$ cat config.mk
export PLATFORM = sky130hd
export DESIGN_NAME = pend_miss_trk
export DESIGN_NICKNAME = d
export VERILOG_FILES = /design/src/rtl/mtk_pkg.sv /design/src/rtl/mtk_entry.sv /design/src/rtl/mtk_pick.sv /design/src/rtl/mtk_hazard.sv /design/src/rtl/pend_miss_trk.sv
export SDC_FILE = /design/constraint.sdc
export NUM_CORES = 1
export LEC_CHECK = 0
export BUFFER_PORTS_ARGS = -buffer_cell sky130_fd_sc_hd__clkbuf_2
export CORE_MARGIN = 2
export CORE_UTILIZATION = 58
export DETAILED_ROUTE_END_ITERATION = 10
export PLACE_DENSITY_LB_ADDON = 0.08
export SLEW_MARGIN = 0
export SYNTH_ARGS = -nofsm -noshare
export SYNTH_HDL_FRONTEND = slang
export SYNTH_SLANG_ARGS = --single-unit
$ cat constraint.sdc
create_clock -name clk -period 3.3 [get_ports clk]
set_input_delay 0.33 -clock clk [delete_from_list [all_inputs] [get_ports clk]]
set_output_delay 0.33 -clock clk [all_outputs]
set_load 0.005 [all_outputs]
$ cat src/rtl/mtk_pkg.sv
package mtk_pkg;

   typedef enum logic {
      ACC_LOAD  = 1'b0,
      ACC_STORE = 1'b1
   } acc_kind_e;

   function automatic int unsigned idx_width(input int unsigned n);
      return (n <= 1) ? 1 : $clog2(n);
   endfunction

endpackage

$ cat src/rtl/mtk_entry.sv
module mtk_entry #(
   parameter int unsigned LINE_W = 27,
   parameter int unsigned NREGS  = 32
) (
   input  logic              clk,
   input  logic              rst_n,
   input  logic              alloc_i,
   input  logic              merge_i,
   input  logic              release_i,
   input  logic [LINE_W-1:0] line_i,
   input  logic [NREGS-1:0]  add_i,
   output logic              valid_o,
   output logic [LINE_W-1:0] line_o,
   output logic [NREGS-1:0]  wait_o
);

   always_ff @(posedge clk) begin
      if (!rst_n) begin
         valid_o <= 1'b0;
         line_o  <= '0;
         wait_o  <= '0;
      end else if (alloc_i) begin
         valid_o <= 1'b1;
         line_o  <= line_i;
         wait_o  <= add_i;
      end else if (release_i) begin
         valid_o <= 1'b0;
         wait_o  <= '0;
      end else if (merge_i) begin
         wait_o  <= wait_o | add_i;
      end
   end

   // a released entry that is not refilled is free on the next cycle
   a_r7_release_frees: assert property (@(posedge clk) disable iff (!rst_n)
      (release_i && !alloc_i) |=> !valid_o);

   // a merge keeps the entry busy on the same line
   a_r6_merge_keeps_line: assert property (@(posedge clk) disable iff (!rst_n)
      (valid_o && merge_i && !release_i && !alloc_i) |=> (valid_o && $stable(line_o)));

endmodule

$ cat src/rtl/mtk_pick.sv
module mtk_pick #(
   parameter int unsigned N = 2
) (
   input  logic [N-1:0] free_i,
   output logic [N-1:0] grant_o,
   output logic         any_o
);

   assign any_o = |free_i;

   generate
      if (N == 1) begin : g_single
         assign grant_o = free_i;
      end else begin : g_prio
         always_comb begin
            logic taken;
            taken   = 1'b0;
            grant_o = '0;
            for (int i = 0; i < N; i++) begin
               if (free_i[i] && !taken) begin
                  grant_o[i] = 1'b1;
                  taken      = 1'b1;
               end
            end
         end
      end
   endgenerate

endmodule

$ cat src/rtl/mtk_hazard.sv
module mtk_hazard #(
   parameter int unsigned NSRC  = 2,
   parameter int unsigned REG_W = 5,
   parameter int unsigned NREGS = 32
) (
   input  logic [NSRC*REG_W-1:0] src_i,
   input  logic [NSRC-1:0]       src_en_i,
   input  logic [NREGS-1:0]      pend_i,
   output logic                  dep_o
);

   logic [NSRC-1:0] hit;

   generate
      for (genvar i = 0; i < NSRC; i++) begin : g_src
         assign hit[i] = src_en_i[i] & pend_i[src_i[i*REG_W +: REG_W]];
      end
   endgenerate

   assign dep_o = |hit;

endmodule

$ cat src/rtl/pend_miss_trk.sv
module pend_miss_trk #(
   parameter int unsigned ENTRIES    = 2,
   parameter int unsigned ADDR_W     = 32,
   parameter int unsigned LINE_BYTES = 32,
   parameter int unsigned REG_W      = 5,
   parameter int unsigned NSRC       = 2,
   localparam int unsigned OFF_W     = $clog2(LINE_BYTES),
   localparam int unsigned LINE_W    = ADDR_W - OFF_W,
   localparam int unsigned NREGS     = 1 << REG_W
) (
   input  logic                  clk,
   input  logic                  rst_n,
   input  logic                  iss_valid,
   input  logic                  iss_mem,
   input  logic [NSRC*REG_W-1:0] iss_src,
   input  logic [NSRC-1:0]       iss_src_en,
   output logic                  iss_stall,
   input  logic                  miss_valid,
   input  logic [LINE_W-1:0]     miss_line,
   input  logic                  miss_store,
   input  logic [REG_W-1:0]      miss_rd,
   input  logic                  fill_valid,
   input  logic [LINE_W-1:0]     fill_line,
   output logic                  wake_valid,
   output logic [NREGS-1:0]      wake_mask
);
   import mtk_pkg::*;

   localparam int unsigned CNT_W = idx_width(ENTRIES + 2) + 1;

   generate
      if (ENTRIES < 1 || ENTRIES > 8) begin : g_bad_entries
         $error("pend_miss_trk: ENTRIES must lie in 1..8");
      end
      if ((1 << OFF_W) != LINE_BYTES) begin : g_bad_line
         $error("pend_miss_trk: LINE_BYTES must be a power of two");
      end
      if (ADDR_W <= OFF_W) begin : g_bad_addr
         $error("pend_miss_trk: ADDR_W must exceed the line offset width");
      end
      if (REG_W < 1 || REG_W > 8) begin : g_bad_reg
         $error("pend_miss_trk: REG_W must lie in 1..8");
      end
      if (NSRC < 1) begin : g_bad_src
         $error("pend_miss_trk: NSRC must be at least 1");
      end
   endgenerate

   logic              ent_valid [ENTRIES];
   logic [LINE_W-1:0] ent_line  [ENTRIES];
   logic [NREGS-1:0]  ent_wait  [ENTRIES];

   logic [ENTRIES-1:0] rel, live, mhit, free, grant, alloc;
   logic               merge_any, new_alloc, any_free, dep;
   logic [NREGS-1:0]   miss_mask, pend_mask;
   logic [CNT_W-1:0]   occ_after;
   acc_kind_e          miss_kind;

   assign miss_kind = acc_kind_e'(miss_store);
   assign miss_mask = (miss_valid && miss_kind == ACC_LOAD) ? (NREGS'(1) << miss_rd) : '0;

   generate
      for (genvar e = 0; e < ENTRIES; e++) begin : g_ent
         assign rel[e]   = fill_valid & ent_valid[e] & (ent_line[e] == fill_line);
         assign live[e]  = ent_valid[e] & ~rel[e];
         assign mhit[e]  = miss_valid & live[e] & (ent_line[e] == miss_line);
         assign free[e]  = ~live[e];
         assign alloc[e] = new_alloc & grant[e];

         mtk_entry #(
            .LINE_W (LINE_W),
            .NREGS  (NREGS)
         ) u_entry (
            .clk       (clk),
            .rst_n     (rst_n),
            .alloc_i   (alloc[e]),
            .merge_i   (mhit[e]),
            .release_i (rel[e]),
            .line_i    (miss_line),
            .add_i     (miss_mask),
            .valid_o   (ent_valid[e]),
            .line_o    (ent_line[e]),
            .wait_o    (ent_wait[e])
         );
      end
   endgenerate

   assign merge_any = |mhit;
   assign new_alloc = miss_valid & ~merge_any;

   mtk_pick #(.N(ENTRIES)) u_pick (
      .free_i  (free),
      .grant_o (grant),
      .any_o   (any_free)
   );

   always_comb begin
      wake_mask = '0;
      pend_mask = miss_mask;
      occ_after = CNT_W'(new_alloc);
      for (int e = 0; e < ENTRIES; e++) begin
         if (rel[e])  wake_mask = wake_mask | ent_wait[e];
         if (live[e]) pend_mask = pend_mask | ent_wait[e];
         occ_after = occ_after + CNT_W'(live[e]);
      end
   end

   assign wake_valid = |wake_mask;

   mtk_hazard #(
      .NSRC  (NSRC),
      .REG_W (REG_W),
      .NREGS (NREGS)
   ) u_hazard (
      .src_i    (iss_src),
      .src_en_i (iss_src_en),
      .pend_i   (pend_mask),
      .dep_o    (dep)
   );

   assign iss_stall = iss_valid & (dep | (iss_mem & (occ_after >= CNT_W'(ENTRIES))));

   // a new miss always finds a free entry or an entry to join
   a_r5_no_overflow: assert property (@(posedge clk) disable iff (!rst_n)
      miss_valid |-> (merge_any || any_free));

   // a wakeup is only ever caused by a returning line
   a_r7_wake_needs_fill: assert property (@(posedge clk) disable iff (!rst_n)
      wake_valid |-> fill_valid);

   // a non-memory instruction without a dependency is never held
   a_r2_nonmem_free: assert property (@(posedge clk) disable iff (!rst_n)
      (iss_valid && !iss_mem && !dep) |-> !iss_stall);

   // at most one entry is granted, and only a free one
   a_r8_grant_onehot: assert property (@(posedge clk) disable iff (!rst_n)
      $onehot0(grant));
   a_r8_grant_free: assert property (@(posedge clk) disable iff (!rst_n)
      !(|(grant & ~free)));

endmodule

======== Word-level counts from Yosys, hierarchy flattened ========
Index checks and enable logic that the tools add are counted.
word-level totals
  output and inout port bits .............. 34
  flip-flop bits (word level) ............. 120
  word-level logic and storage cells ...... 73
cells by class
  bitwise gates (word level) .............. 27
  muxes and demuxes ....................... 21
  $add $sub $neg .......................... 2
  equal/unequal tests ..................... 4
  magnitude comparators ................... 3
  reduce and logical (&&, ||, !) cells .... 9
  shift operators ......................... 1
operator list
  cell                  number
  $mux 32               11
  $or 32x32->32         4
  $eq 27x27->1          4
  $reduce_or 32->1      1
  $shl 1x5->32 const A  1
  $and 1x1->1           17
  $lt 5x6->1 const B    2
  $bmux 1 s5            2
  $mux 1                8
  $reduce_bool 3->1     2
  $not 1->1             5
  $reduce_bool 2->1     2
  $reduce_or 2->1       2
  $add 2x1->3           1
  $ge 3x2->1 const B    1
  $add 1x1->2           1
  $logic_and 1x1->1     2
  $or 1x1->1            1

======== Longest topological paths before layout ========
  word-level depth ........................ 15
  gate-level depth with buffers ........... 12

======== Modules after synthesis ========
From an unflattened synthesis, not the netlist that was laid out.
second synthesis, totals
  cell total of the unflattened synthesis .. 845
  area total of the unflattened synthesis .. 8,280.4 µm²
modules (own cells, without submodules)
  module         area each (µm²)  times used  cells an instance
  mtk_entry      2,642.5          2           237
  pend_miss_trk  2,382.3          1           325
  mtk_hazard     593.1            1           43
  mtk_pick       20.0             1           3

======== Worst setup path before layout ========
No wires, ideal clock.
  path type ............................... reg2out
  start ................................... reg g_ent[1].u_entry.line_o[8]
  end ..................................... out iss_stall
  cell stages (with the launch flop) ...... 12
  buffers on the path ..................... 1
  required time ........................... 2.970 ns
  arrival ................................. 2.405 ns
  setup slack ............................. 0.565 ns
  cell sequence ........................... dfxtp_1 -> xor2_1 -> nor4_1 -> nand4_1 -> o21ai_2 -> inv_2 -> buf_2 -> a221o_1 -> a22oi_1 -> nand3_1 -> o311ai_1 -> a41oi_1
on the way
  longest elaborated chain between the ends .. 15
  elaborated cells between the ends (all ways) .. 24
  classes of those cells .................. add/sub (2); order compare (1); eq/ne (2); mux (5); bitwise (12); reduce/logical (2)
RTL lines
  what                      line                  text
  start: declaration        mtk_entry.sv:13       output logic [LINE_W-1:0] line_o,
  start signal: assignment  mtk_entry.sv:24       line_o <= line_i;
  $eq 27x27->1              pend_miss_trk.sv:64   assign rel[e] = fill_valid & ent_valid[e] & (ent_line[e] == fill_line);
  $and 1x1->1               pend_miss_trk.sv:64
  $not 1->1                 pend_miss_trk.sv:65   assign live[e] = ent_valid[e] & ~rel[e];
  $and 1x1->1               pend_miss_trk.sv:65
  $and 1x1->1 (2 in a row)  pend_miss_trk.sv:66   assign mhit[e] = miss_valid & live[e] & (ent_line[e] == miss_line);
  $reduce_or 2->1           pend_miss_trk.sv:88   assign merge_any = |mhit;
  $not 1->1                 pend_miss_trk.sv:89   assign new_alloc = miss_valid & ~merge_any;
  $and 1x1->1               pend_miss_trk.sv:89
  $add 1x1->2               pend_miss_trk.sv:104  occ_after = occ_after + CNT_W'(live[e]);
  $add 2x1->3               pend_miss_trk.sv:104
  $ge 3x2->1                pend_miss_trk.sv:121  assign iss_stall = iss_valid & (dep | (iss_mem & (occ_after >= CNT_W'(ENTRIES))));
  $and 1x1->1               pend_miss_trk.sv:121
  $or 1x1->1 (*)            pend_miss_trk.sv:121
  $and 1x1->1 (*)           pend_miss_trk.sv:121
  end: declaration          pend_miss_trk.sv:17   output logic iss_stall,
Mark *: on every way between the ends. The rest lies on a longest branch, timed or not. The select of a mux whose other input is x is not followed.

======== Worst setup path after layout ========
  start ................................... reg g_ent[1].u_entry.line_o[6]
  end ..................................... out iss_stall
Same word-level chain as after synthesis.

==> flow_metrics.tcl <==
set metrics [dict create \
    place_congestion 1.07 \
    dpl_worst_slack_ns -0.181 \
    grt_use_met2 0.603 \
    area_delta_synth_final_pct 35.1 \
    antenna_left 0 \
    grt_max_degree 80 \
    grt_pass1_wl_um 43400 \
    finalWorstSetupSlack_ns -0.471 \
    n_fill_cell 791 \
    critical-path-slowest-cell "dfxtp_4" \
    ys_seq_elements 120 \
    cp.required_ns 2.97 \
    cap_violations 0 \
    grt_pass1_vias 7855 \
    yosysTopAreaCellShare 0.322 \
    io_buffers 111 \
    violations "setup timing" \
    drc 0 \
    whs_ns 0.238 \
    cp_cell_sequence "buf_4 -> xnor2_1 -> nand4_1 -> nor4_2 -> buf_4 -> o2111ai_4 -> nand3_2 -> inv_2 -> ha_1 -> a21o_1 -> nand2_2 -> o311ai_1 -> o211ai_1 -> a41oi_1 -> clkbuf_2" \
    grt.met3_usage 0.113 \
    numCtsBuffers 17 \
    cp.arrival_ns 3.44 \
    sequentialPowerShare 0.363 \
    wl_per_cell_um 24.5 \
    dieArea_um2 13800 \
    fmax_mhz 265 \
    ys_warn_count 0 \
    clock-sinks 120 \
    p_int_mw 3.05 \
    synth_edf_count 0 \
    drt_iter0_drc 1293 \
    start_kind "flip-flop" \
    maxSlewHeadroom 0.182 \
    cts_root_buf "clkbuf_16" \
    period_share 1.14 \
    slowest_delay_ns 0.37 \
    synth.area.top_cells "dfxtp_1 (32%), nor2b_1 (10%), a22oi_1 (7.2%)" \
    p_leak_nw 4.11 \
    finClkSkew_ns 0.00601 \
    path_class "reg -> out" \
    p_comb_frac 0.169 \
    power_density_nw_per_um2 420 \
    cp-end-kind "primary output" \
    placed_cells 1142 \
    grt-ovfl-total 0 \
    worstMarginPinSlew_ns 1.23 \
    slew_viol_final 0 \
    pwr-share-clk 0.468 \
    io_pins 112 \
    hp-class "in -> reg" \
    crit_top_cell "buf_4" \
    rsz0062_at_grt "yes" \
    grt_util_met1 0.557 \
    synth-seq-area-share 0.322 \
    final_core_util 0.803 \
    die_w_um 117 \
    run_status "finished with violations" \
    start_util 0.594 \
    die_h_um 117 \
    clk_pin_slew_ns 0.06 \
    yosys.area.top_type "dfxtp_1" \
    cts_tree "done" \
    p_sw_mw 1.18 \
    syn_avg_cell_area_um2 8.83 \
    vias 8105 \
    synth.top_cells.by_count "dfxtp_1 (120), nor2b_1 (120), a22oi_1 (72), xnor2_1 (56), nor2_1 (55)" \
    critPathMaxFanout 3 \
    antenna_cells 0 \
    fin_crit_ns 3.77 \
    grt.busiest_layer "met2" \
    rows 41 \
    fin_cells 1196 \
    grt_use_total 0.400 \
    drtPass1Iterations 6 \
    antenna_found_initial 0 \
    syn-num-nets 924 \
    fin_nets 1091 \
    ys_types 55 \
    netlist_instances 845 \
    vias_per_cell 6.78 \
    syn_area_um2 7460 \
    ir_worst_vdd_v 0.000448 \
    dp_hpwl_um 19200 \
    setup_violations 2 \
    clk_path_buf_depth 2 \
    power_switching_share 0.279 \
    ys.flop_type "dfxtp_1" \
    clk_latency_ns 0.43 \
    htree_levels 4 \
    drive_gt1_frac 0.313 \
    async_flop_share 0 \
    core_um2 12600 \
    routed_wl_um 29300 \
    hold_viol 0 \
]
==> cell families (layout without fill, tap and decap cells) <==
logic type                 count (synthesis)  in the layout  share of synthesized area
DFF                                      120            120                      0.322
xor gates and xnor gates                 108            108                      0.127
and+or+nand+nor                          296            296                      0.224
adders and majority gates                  1              1                    0.00168
AOI/OAI and AO/OA                        200            200                      0.217
muxes                                     55             55                     0.0739
buffers and inverters                     65            244                     0.0349
==> cell usage in the layout (no fill, tap or decap), types with 4 or more instances in the layout <==
master,count
clkbuf_2,111
clkinv_4,4
xnor2_1,54
nand4_1,24
mux2i_1,54
inv_1,7
nor2_1,54
nor4_4,5
nand3_1,15
dfxtp_2,9
a22o_4,10
a31oi_1,4
nor4_2,9
buf_4,75
buf_12,8
xor2_1,29
a211oi_1,5
nor4_1,17
nand2_1,16
a221o_1,29
nor3_1,5
a22o_1,22
bufinv_16,4
xor2_2,19
a221oi_1,4
clkbuf_16,19
dfxtp_1,108
o211ai_1,9
o21ai_0,5
a22oi_1,72
a211o_1,4
xor2_4,4
and3_1,4
nor2b_1,120
buf_6,6
nand3b_1,4
a21oi_1,4
==> per-layer routing <==
layer	share of wire	wire [um]	up-vias
met1	0.40	11900	3869
li1	-	-	3473
met5	0	0	-
met4	0.035	1030	0
met3	0.12	3640	127
met2	0.44	12800	636
==> through the flow <==
step | total power [mW] | cell area, um2 | TNS, ns
final | 4.23 | 10100 | -0.540
after global routing | 4.33 | 10100 | -0.686
after CTS | 4.18 | 9700 | -0.289
after detailed placement | 2.17 | 8650 | -0.181
after global placement | 2.16 | 8650 | -0.109
after floorplan | 1.90 | 7460 | 0
==> final timing paths <==
check | endpoint | startpoint | slack (ns) | depth (start not counted)
min | g_ent[1].u_entry.line_o[19] | miss_line[19] | 0.24 | 3
min reg2reg | g_ent[0].u_entry.wait_o[20] | g_ent[0].u_entry.wait_o[20] | 0.57 | 2
max reg2reg | g_ent[0].u_entry.wait_o[3] | g_ent[0].u_entry.line_o[13] | 0.41 | 10
max | iss_stall | g_ent[1].u_entry.line_o[6] | -0.47 | 15
==> cell type report <==
| type | count | area, um2 | share of cell area |
|---|---|---|---|
| clock buffer | 17 | 425 | 0.0422 |
| clock inverter | 14 | 200 | 0.0198 |
| inverter | 9 | 36.3 | 0.00360 |
| multi-input combinational | 660 | 5350 | 0.530 |
| sequential | 120 | 2420 | 0.240 |
| tap | 172 | 215 | 0.0213 |
| timing repair buffer | 204 | 1440 | 0.143 |
==> state kept, by name, indices dropped and copies added, names as in the netlist <==
| signal | count |
|---|---|
| g_ent.u_entry.valid_o | 2 |
| g_ent.u_entry.line_o | 54 |
| g_ent.u_entry.wait_o | 64 |
==> what timing repair did <==
item | in CTS | in global routing
pin swaps | 30 | 15
buffers inserted | 12 | 7
gates cloned | 2 | 2
gates resized for setup | 58 | 46
hold buffers | 0 | 0
setup endpoints to repair | 2 | 2
==> power groups by stage <==
stage / logic (mW) / clock network [mW] / registers (mW)
after floorplan: 0.349 / 0 / 1.55
after global placement: 0.602 / 0 / 1.56
after detailed placement: 0.614 / 0 / 1.56
after CTS: 0.666 / 1.98 / 1.53
after global routing: 0.746 / 2.05 / 1.54
final: 0.715 / 1.98 / 1.54
==> critical path, delay by kind of cell (launching register included) <==
family	cells	cell delay, ns
simple gates	4	0.82
compound gates	5	0.83
xor+xnor	1	0.19
fa+ha+maj	1	0.29
flops	1	0.37
buf+inv	4	0.52
(Power assumes the default switching activity.)
